$ cat config.mk
export PLATFORM = sky130hd
export DESIGN_NAME = pwm_quad
export DESIGN_NICKNAME = d
export VERILOG_FILES = /design/src/rtl/pwm_pkg.sv /design/src/rtl/pwm_regs.sv /design/src/rtl/pwm_chan.sv /design/src/rtl/pwm_quad.sv
export SDC_FILE = /design/constraint.sdc
export NUM_CORES = 1
export LEC_CHECK = 0
export BUFFER_PORTS_ARGS = -buffer_cell sky130_fd_sc_hd__buf_2
export CORE_AREA = 5 5 161 163
export DETAILED_ROUTE_END_ITERATION = 12
export DIE_AREA = 0 0 166 168
export PLACE_DENSITY = 0.58
export SETUP_SLACK_MARGIN = 0.4
export SLEW_MARGIN = 20
export SYNTH_ARGS = -nofsm -noshare
export SYNTH_HDL_FRONTEND = slang
export SYNTH_SLANG_ARGS = --single-unit
$ cat constraint.sdc
create_clock -name clk -period 4.2 [get_ports clk]
set_input_delay 0.84 -clock clk [delete_from_list [all_inputs] [get_ports clk]]
set_output_delay 0.84 -clock clk [all_outputs]
set_load 0.01 [all_outputs]
$ cat src/rtl/pwm_pkg.sv
package pwm_pkg;

    localparam int SCALE_W  = 13;
    localparam int DUTY_W   = 8;
    localparam int DUTY_LSB = 16;
    localparam int EN_BIT   = 31;
    localparam int WORD_W   = 32;

    typedef struct packed {
        logic               en;
        logic [DUTY_W-1:0]  duty;
        logic [SCALE_W-1:0] scale;
    } chan_cfg_t;

    function automatic chan_cfg_t word_to_cfg(input logic [WORD_W-1:0] w);
        chan_cfg_t c;
        c.en    = w[EN_BIT];
        c.duty  = w[DUTY_LSB +: DUTY_W];
        c.scale = w[SCALE_W-1:0];
        return c;
    endfunction

    function automatic logic [WORD_W-1:0] cfg_to_word(input chan_cfg_t c);
        logic [WORD_W-1:0] w;
        w                        = '0;
        w[EN_BIT]                = c.en;
        w[DUTY_LSB +: DUTY_W]    = c.duty;
        w[SCALE_W-1:0]           = c.scale;
        return w;
    endfunction

endpackage

$ cat src/rtl/pwm_regs.sv
module pwm_regs
    import pwm_pkg::*;
#(
    parameter int NUM_CH = 4,
    parameter int ADDR_W = 8
) (
    input  logic                clk,
    input  logic                rst_n,
    input  logic                we,
    input  logic [ADDR_W-1:0]   addr,
    input  logic [WORD_W-1:0]   wdata,
    output logic [WORD_W-1:0]   rdata,
    output chan_cfg_t           cfg     [NUM_CH],
    output logic [NUM_CH-1:0]   restart
);

    localparam int IDX_W = ADDR_W - 4;

    typedef struct packed {
        chan_cfg_t [NUM_CH-1:0] cfg;
        logic      [NUM_CH-1:0] restart;
    } regs_state_t;

    regs_state_t        st_d, st_q;
    logic [IDX_W-1:0]   idx;
    logic               in_range;

    assign idx = addr[ADDR_W-1:4];

    always_comb begin
        in_range = 1'b0;
        for (int c = 0; c < NUM_CH; c++) begin
            if (idx == IDX_W'(c)) in_range = 1'b1;
        end
    end

    always_comb begin
        st_d         = st_q;
        st_d.restart = '0;
        for (int c = 0; c < NUM_CH; c++) begin
            if (we && idx == IDX_W'(c)) begin
                st_d.cfg[c]     = word_to_cfg(wdata);
                st_d.restart[c] = 1'b1;
            end
        end
    end

    always_ff @(posedge clk or negedge rst_n) begin
        if (!rst_n) st_q <= '0;
        else        st_q <= st_d;
    end

    always_comb begin
        rdata = '0;
        for (int c = 0; c < NUM_CH; c++) begin
            if (idx == IDX_W'(c)) rdata = cfg_to_word(st_q.cfg[c]);
        end
    end

    generate
        for (genvar g = 0; g < NUM_CH; g++) begin : g_out
            assign cfg[g] = st_q.cfg[g];
        end
    endgenerate
    assign restart = st_q.restart;

    // a write outside the built channels leaves every word untouched
    a_r4_oob_write_ignored: assert property (@(posedge clk) disable iff (!rst_n)
        (we && !in_range) |=> $stable(st_q.cfg));

    // reads outside the built channels return zero
    a_r4_oob_reads_zero: assert property (@(posedge clk) disable iff (!rst_n)
        !in_range |-> (rdata == '0));

    // each accepted write raises exactly one restart strobe
    a_r8_one_restart: assert property (@(posedge clk) disable iff (!rst_n)
        (we && in_range) |=> ($countones(restart) == 1));

    // unused bits never read back as one
    a_r2_unused_zero: assert property (@(posedge clk) disable iff (!rst_n)
        (rdata[EN_BIT-1:DUTY_LSB+DUTY_W] == '0) && (rdata[DUTY_LSB-1:SCALE_W] == '0));

endmodule

$ cat src/rtl/pwm_chan.sv
module pwm_chan
    import pwm_pkg::*;
(
    input  logic      clk,
    input  logic      rst_n,
    input  chan_cfg_t cfg,
    input  logic      restart,
    output logic      pwm_o
);

    typedef struct packed {
        logic [SCALE_W-1:0] pre;
        logic [DUTY_W-1:0]  per;
        logic               out;
    } chan_state_t;

    chan_state_t st_d, st_q;

    always_comb begin
        st_d = st_q;
        if (!cfg.en || restart) begin
            st_d.pre = '0;
            st_d.per = '0;
        end else if (st_q.pre == cfg.scale) begin
            st_d.pre = '0;
            st_d.per = st_q.per + 1'b1;
        end else begin
            st_d.pre = st_q.pre + 1'b1;
        end
        st_d.out = cfg.en && (st_d.per < cfg.duty);
    end

    always_ff @(posedge clk or negedge rst_n) begin
        if (!rst_n) st_q <= '0;
        else        st_q <= st_d;
    end

    assign pwm_o = st_q.out;

    // a disabled channel is low on the next edge
    a_r7_disabled_low: assert property (@(posedge clk) disable iff (!rst_n)
        !cfg.en |=> !pwm_o);

    // zero width never produces a high output
    a_r6_zero_width_low: assert property (@(posedge clk) disable iff (!rst_n)
        (cfg.duty == '0) |=> !pwm_o);

    // a restart strobe clears both counters
    a_r8_restart_clears: assert property (@(posedge clk) disable iff (!rst_n)
        restart |=> (st_q.pre == '0 && st_q.per == '0));

    // the prescaler never passes the division value
    a_r5_prescale_bound: assert property (@(posedge clk) disable iff (!rst_n)
        (cfg.en && !restart) |-> (st_q.pre <= cfg.scale));

    // the period counter holds between prescaler ticks
    a_r5_per_holds: assert property (@(posedge clk) disable iff (!rst_n)
        (cfg.en && !restart && st_q.pre != cfg.scale) |=> $stable(st_q.per));

endmodule

$ cat src/rtl/pwm_quad.sv
module pwm_quad
    import pwm_pkg::*;
#(
    parameter int NUM_CH = 4,
    parameter int ADDR_W = 8
) (
    input  logic              clk,
    input  logic              rst_n,
    input  logic              bus_we,
    input  logic [ADDR_W-1:0] bus_addr,
    input  logic [31:0]       bus_wdata,
    output logic [31:0]       bus_rdata,
    output logic [NUM_CH-1:0] pwm_out
);

    chan_cfg_t          cfg     [NUM_CH];
    logic [NUM_CH-1:0]  restart;

    pwm_regs #(.NUM_CH(NUM_CH), .ADDR_W(ADDR_W)) u_regs (
        .clk     (clk),
        .rst_n   (rst_n),
        .we      (bus_we),
        .addr    (bus_addr),
        .wdata   (bus_wdata),
        .rdata   (bus_rdata),
        .cfg     (cfg),
        .restart (restart)
    );

    generate
        for (genvar g = 0; g < NUM_CH; g++) begin : g_ch
            pwm_chan u_chan (
                .clk     (clk),
                .rst_n   (rst_n),
                .cfg     (cfg[g]),
                .restart (restart[g]),
                .pwm_o   (pwm_out[g])
            );
        end
    endgenerate

endmodule

[Yosys cells after proc, flatten, opt, wreduce, memory -nomap -nowiden]
Cells that the tools add are included.
Storage, ports and cells
  register bits: 180
  output and inout port bits: 36
  input bits: 43
  logic and storage cells: 81
Cells by class
  reductions and logical operators: 17
  equal/unequal tests: 7
  $lt $le $gt $ge: 4
  multiplexer cells: 20
  add/subtract/negate cells: 8
Operators by type and width (count)
  $mux W32: 4
  $mux W21: 4
  $add A13 B1 Y13 const B: 4
  $eq A13 B13 Y1: 4
  $mux W13: 4
  $add A8 B1 Y8 const B: 4
  $lt A8 B8 Y1: 4
  $mux W8: 4
  $eq A4 B2 Y1 const B: 2
  $logic_and A1 B1 Y1: 8
  $eq A4 B1 Y1 const B: 1
  $logic_not A1 Y1: 4
  $logic_not A4 Y1: 1
  $logic_or A1 B1 Y1: 4
  $mux W1: 4

[Longest topological paths before layout]
  depth in word-level cells: 5
  mapped depth: 13
  depth with buffers taken out: 13

[Hierarchy]
Synthesis repeated with hierarchy kept, for this count alone.
Unflattened totals
  cell total of the unflattened synthesis: 816
  area, all modules: 9525.4 µm²
By module, submodules not included
  pwm_chan: instances 4, cells each 139, area each 1338.8 µm², sequential area each 550.5 µm²
  pwm_regs: instances 1, cells each 260, area each 4170.2 µm², sequential area each 2302.2 µm²

[Least setup slack after synthesis]
Ideal clock, no wire load.
  path type: flip-flop to flip-flop
  start point: register g_ch[3].u_chan.st_q[10] (netlist bit)
  end point: register g_ch[3].u_chan.st_q (netlist bit g_ch[3].u_chan.pwm_o)
  slack: 1.418 ns
  path buffers: 0
  required time: 4.117 ns
  cell stages (with the launch flop): 14
  arrival time: 2.699 ns
  library setup time: 0.083 ns
  period minus slack after synthesis: 2.782 ns
  cell sequence: dfrtp_1 -> xor2_1 -> nor4_2 -> and4_2 -> nand4_4 -> or3_1 -> a21oi_1 -> ha_1 -> a21oi_1 -> nor2b_1 -> o21ai_0 -> o2111a_1 -> nand3b_1 -> o21ai_0
RTL lines
  start: declaration: RTL line pwm_chan.sv:17  | chan_state_t st_d, st_q;
  start signal: assignment: RTL line pwm_chan.sv:35  | else st_q <= st_d;

==> flow_summary.toml <==
[logic_synthesis]
syn_area_um2 = 9540
synthMuxAreaShare_pct = 6.34
synth_area_per_cell_um2 = 9.49
ys_warn_count = 0
yosys.area_share.simple_pct = 20.7
postSynth.asyncResetShare_pct = 100
synth_top_family_by_area = "simple AND/OR/NAND/NOR gates"
synth_xor_area_share_pct = 9.73
synth.distinct_cells = 44
synthAdderAreaFrac_pct = 4.72
synth_edf_count = 0
yosysSeqAreaShare_pct = 47.2
synthCells = 1005
ys.flop_type = "dfrtp_1"
synth-compound-area-share_pct = 6.91
synth_seq_cells = 180

[placed_design]
dp_cells = 1357
io_buffers = 54
placed_area_um2 = 10200
place.detailed.hpwl_um = 16900
globalplace.congestion = 0.820
post-place-ws_ns = 0.727

[global_route]
grt_pass1_wl_um = 37500
grt_pass1_vias = 6836
overflow = 0
grtUsageTotal_pct = 16.8
antenna_found_initial = 0
grt_max_degree = 80

[clock_tree]
cts-root-buf = "clkbuf_16"
cts_max_path_buffers = 2
cts_buffers = 17
clk_pin_slew_ns = 0.08
cts_setup_buffers = 0
cts_resized = 0
htree_num_levels = 4
cts_tree = "done"
insertion_delay_ns = 0.45
cts-hold-fix-buffers = 0
cts.sinks = 180

[worst_setup_path]
start_kind = "flip-flop"
critPathArrivalTime_ns = 3.84
crit_required_ns = 4.53
setup.worst_path.end_class = "flip-flop"
worst-path-max-fanout = 8
critPathKind = "flip-flop to flip-flop"

[timing]
hold_viol_final = 0
final_max_slew_viol_count = 0
finClkSkew_ns = 0.0225
slew_headroom_pct = 61.4
finalCriticalPeriod_ns = 3.50
tns_ns = 0
worst_pin_slew_ns = 0.574
rsz0062_at_grt = "false"
timing.final.crit_share_pct = 83.4
hold_ws_ns = 0.397
fmax_mhz = 285
finalSetupViolations = 0
layout_setup_ws_ns = 0.697

[routing]
wl_per_cell_um = 16.6
detail_route.wirelength_um = 23000
drtPass1Iterations = 5
viasPerCell = 5.08
ant_nets = 0
num_vias = 7056
drt_first_iter_violations = 394
drc = 0

[die]
io_pins = 79
rows = 57
core-area_um2 = 24200
die_x_um = 166
die_area_um2 = 27900
start_util_pct = 39.5
dieHeight_um = 168

[run_status]
status = "finished clean"

[finish]
drive_above_1_share_pct = 15.6
final_cell_mix = "nand2_1, dfrtp_1, o21ai_0, nor2_1, xor2_1"
syn_to_final_growth_pct = 12.8
final_area_um2 = 10800
fin_cells = 1389
antenna_cells = 0
final_common_cell = "nand2_1"
fillCellCount = 2300
utilization_pct = 44.5
fin_nets = 1131

[job]
cap_violations = 0

[power_and_ir_drop]
power_mw = 4.64
leakagePower_nw = 5.08
p_per_area_nw_per_um2 = 431
ir_drop_mv = 0.290

[hold_path]
hp-class = "input port to asynchronous set/reset pin"
-- synth_stat cells, drive strengths merged, types with 2 or more instances --
cell type,count,share of area [%]
mux2i,3,0.31
nor2b,5,0.33
nand4,32,2.3
or4,10,0.79
o211ai,11,0.87
nand2,190,7.5
or3,6,0.39
nor2,79,3.1
and3,7,0.49
dfrtp,180,47
nor3b,6,0.47
nand3,35,1.8
a31o,2,0.18
clkbuf,24,0.96
nor3,5,0.37
a21oi,23,1.2
and2,11,0.72
xor2,62,5.7
nand3b,2,0.16
buf,24,1.6
and4,10,0.94
inv,44,1.7
o21ai,85,4.5
ha,36,4.7
nor4,5,0.68
xnor2,44,4.0
nand2b,7,0.46
mux2,51,6.0
-- worst max-delay path, stage by stage, from the launching register on --
cell and delay, ns:
dfrtp_1 0.43, xor2_1 0.18, nor4_2 0.47, and4_2 0.37
nand4_4 0.15, or3_1 0.36, a21oi_1 0.24, ha_1 0.29
a21oi_1 0.15, nor2b_1 0.06, o21ai_0 0.17, o2111a_1 0.22
nand3b_1 0.07, o21ai_0 0.23
-- per-layer routing --
layer | vias up | global-route usage, % | share of wire, %
met5 | - | 0 | 0
met4 | 0 | 4.56 | 1.2
met3 | 22 | 2.72 | 3.4
met2 | 129 | 26.3 | 46
met1 | 3436 | 24.4 | 49
li1 | 3469 | - | -
-- power by group --
part | switching, mW | leakage, nW | total (mW) | internal [mW]
combinational | 0.468 | 2.43 | 0.809 | 0.341
sequential | 0.225 | 2.35 | 2.19 | 1.96
clock | 0.786 | 0.297 | 1.64 | 0.857
total | 1.48 | 5.08 | 4.64 | 3.16
-- final timing paths --
| kind | start | end | slack, ns | cells after the start |
|---|---|---|---|---|
| hold reg to reg | u_regs.cfg[36] | u_regs.cfg[36] | 0.53 | 1 |
| setup / recovery | g_ch[3].u_chan.st_q[19] | g_ch[3].u_chan.pwm_o | 0.70 | 13 |
| min in group clk | u_regs.cfg[36] | u_regs.cfg[36] | 0.53 | 1 |
| hold / removal | rst_n | g_ch[3].u_chan.st_q[6] | 0.40 | 1 |
| max in group asynchronous | rst_n | g_ch[1].u_chan.st_q[13] | 2.88 | 2 |
| setup reg to reg | g_ch[3].u_chan.st_q[19] | g_ch[3].u_chan.pwm_o | 0.70 | 13 |
-- cell type report --
| class | count | area, um2 | share of cell area, % |
|---|---|---|---|
| clock buffers | 17 | 425 | 3.95 |
| clock inverters | 15 | 183 | 1.70 |
| inverters | 45 | 169 | 1.57 |
| multi-input cells | 741 | 4690 | 43.5 |
| flip-flops and latches | 180 | 4500 | 41.9 |
| well taps | 324 | 405 | 3.77 |
| repair buffers | 67 | 389 | 3.62 |
-- cell families (layout without fill, tap and decap cells) --
| logic type | count (synthesis) | count (layout) |
|---|---|---|
| XOR/XNOR | 106 | 106 |
| AND/OR/NAND/NOR | 412 | 412 |
| buffers and inverters | 93 | 144 |
| multiplexers | 54 | 54 |
| adder cells (fa/ha/maj) | 36 | 36 |
| flip-flops | 180 | 180 |
| AO/OA/AOI/OAI | 123 | 123 |
| other | 1 | 10 |
-- flip-flops by register name (all words and copies together) (netlist names) --
register and flops:
u_regs.cfg 88, g_ch.u_chan.st_q 84, g_ch.u_chan.pwm_o 4, u_regs.restart 4
No activity file was read; power rests on OpenSTA's default activity.
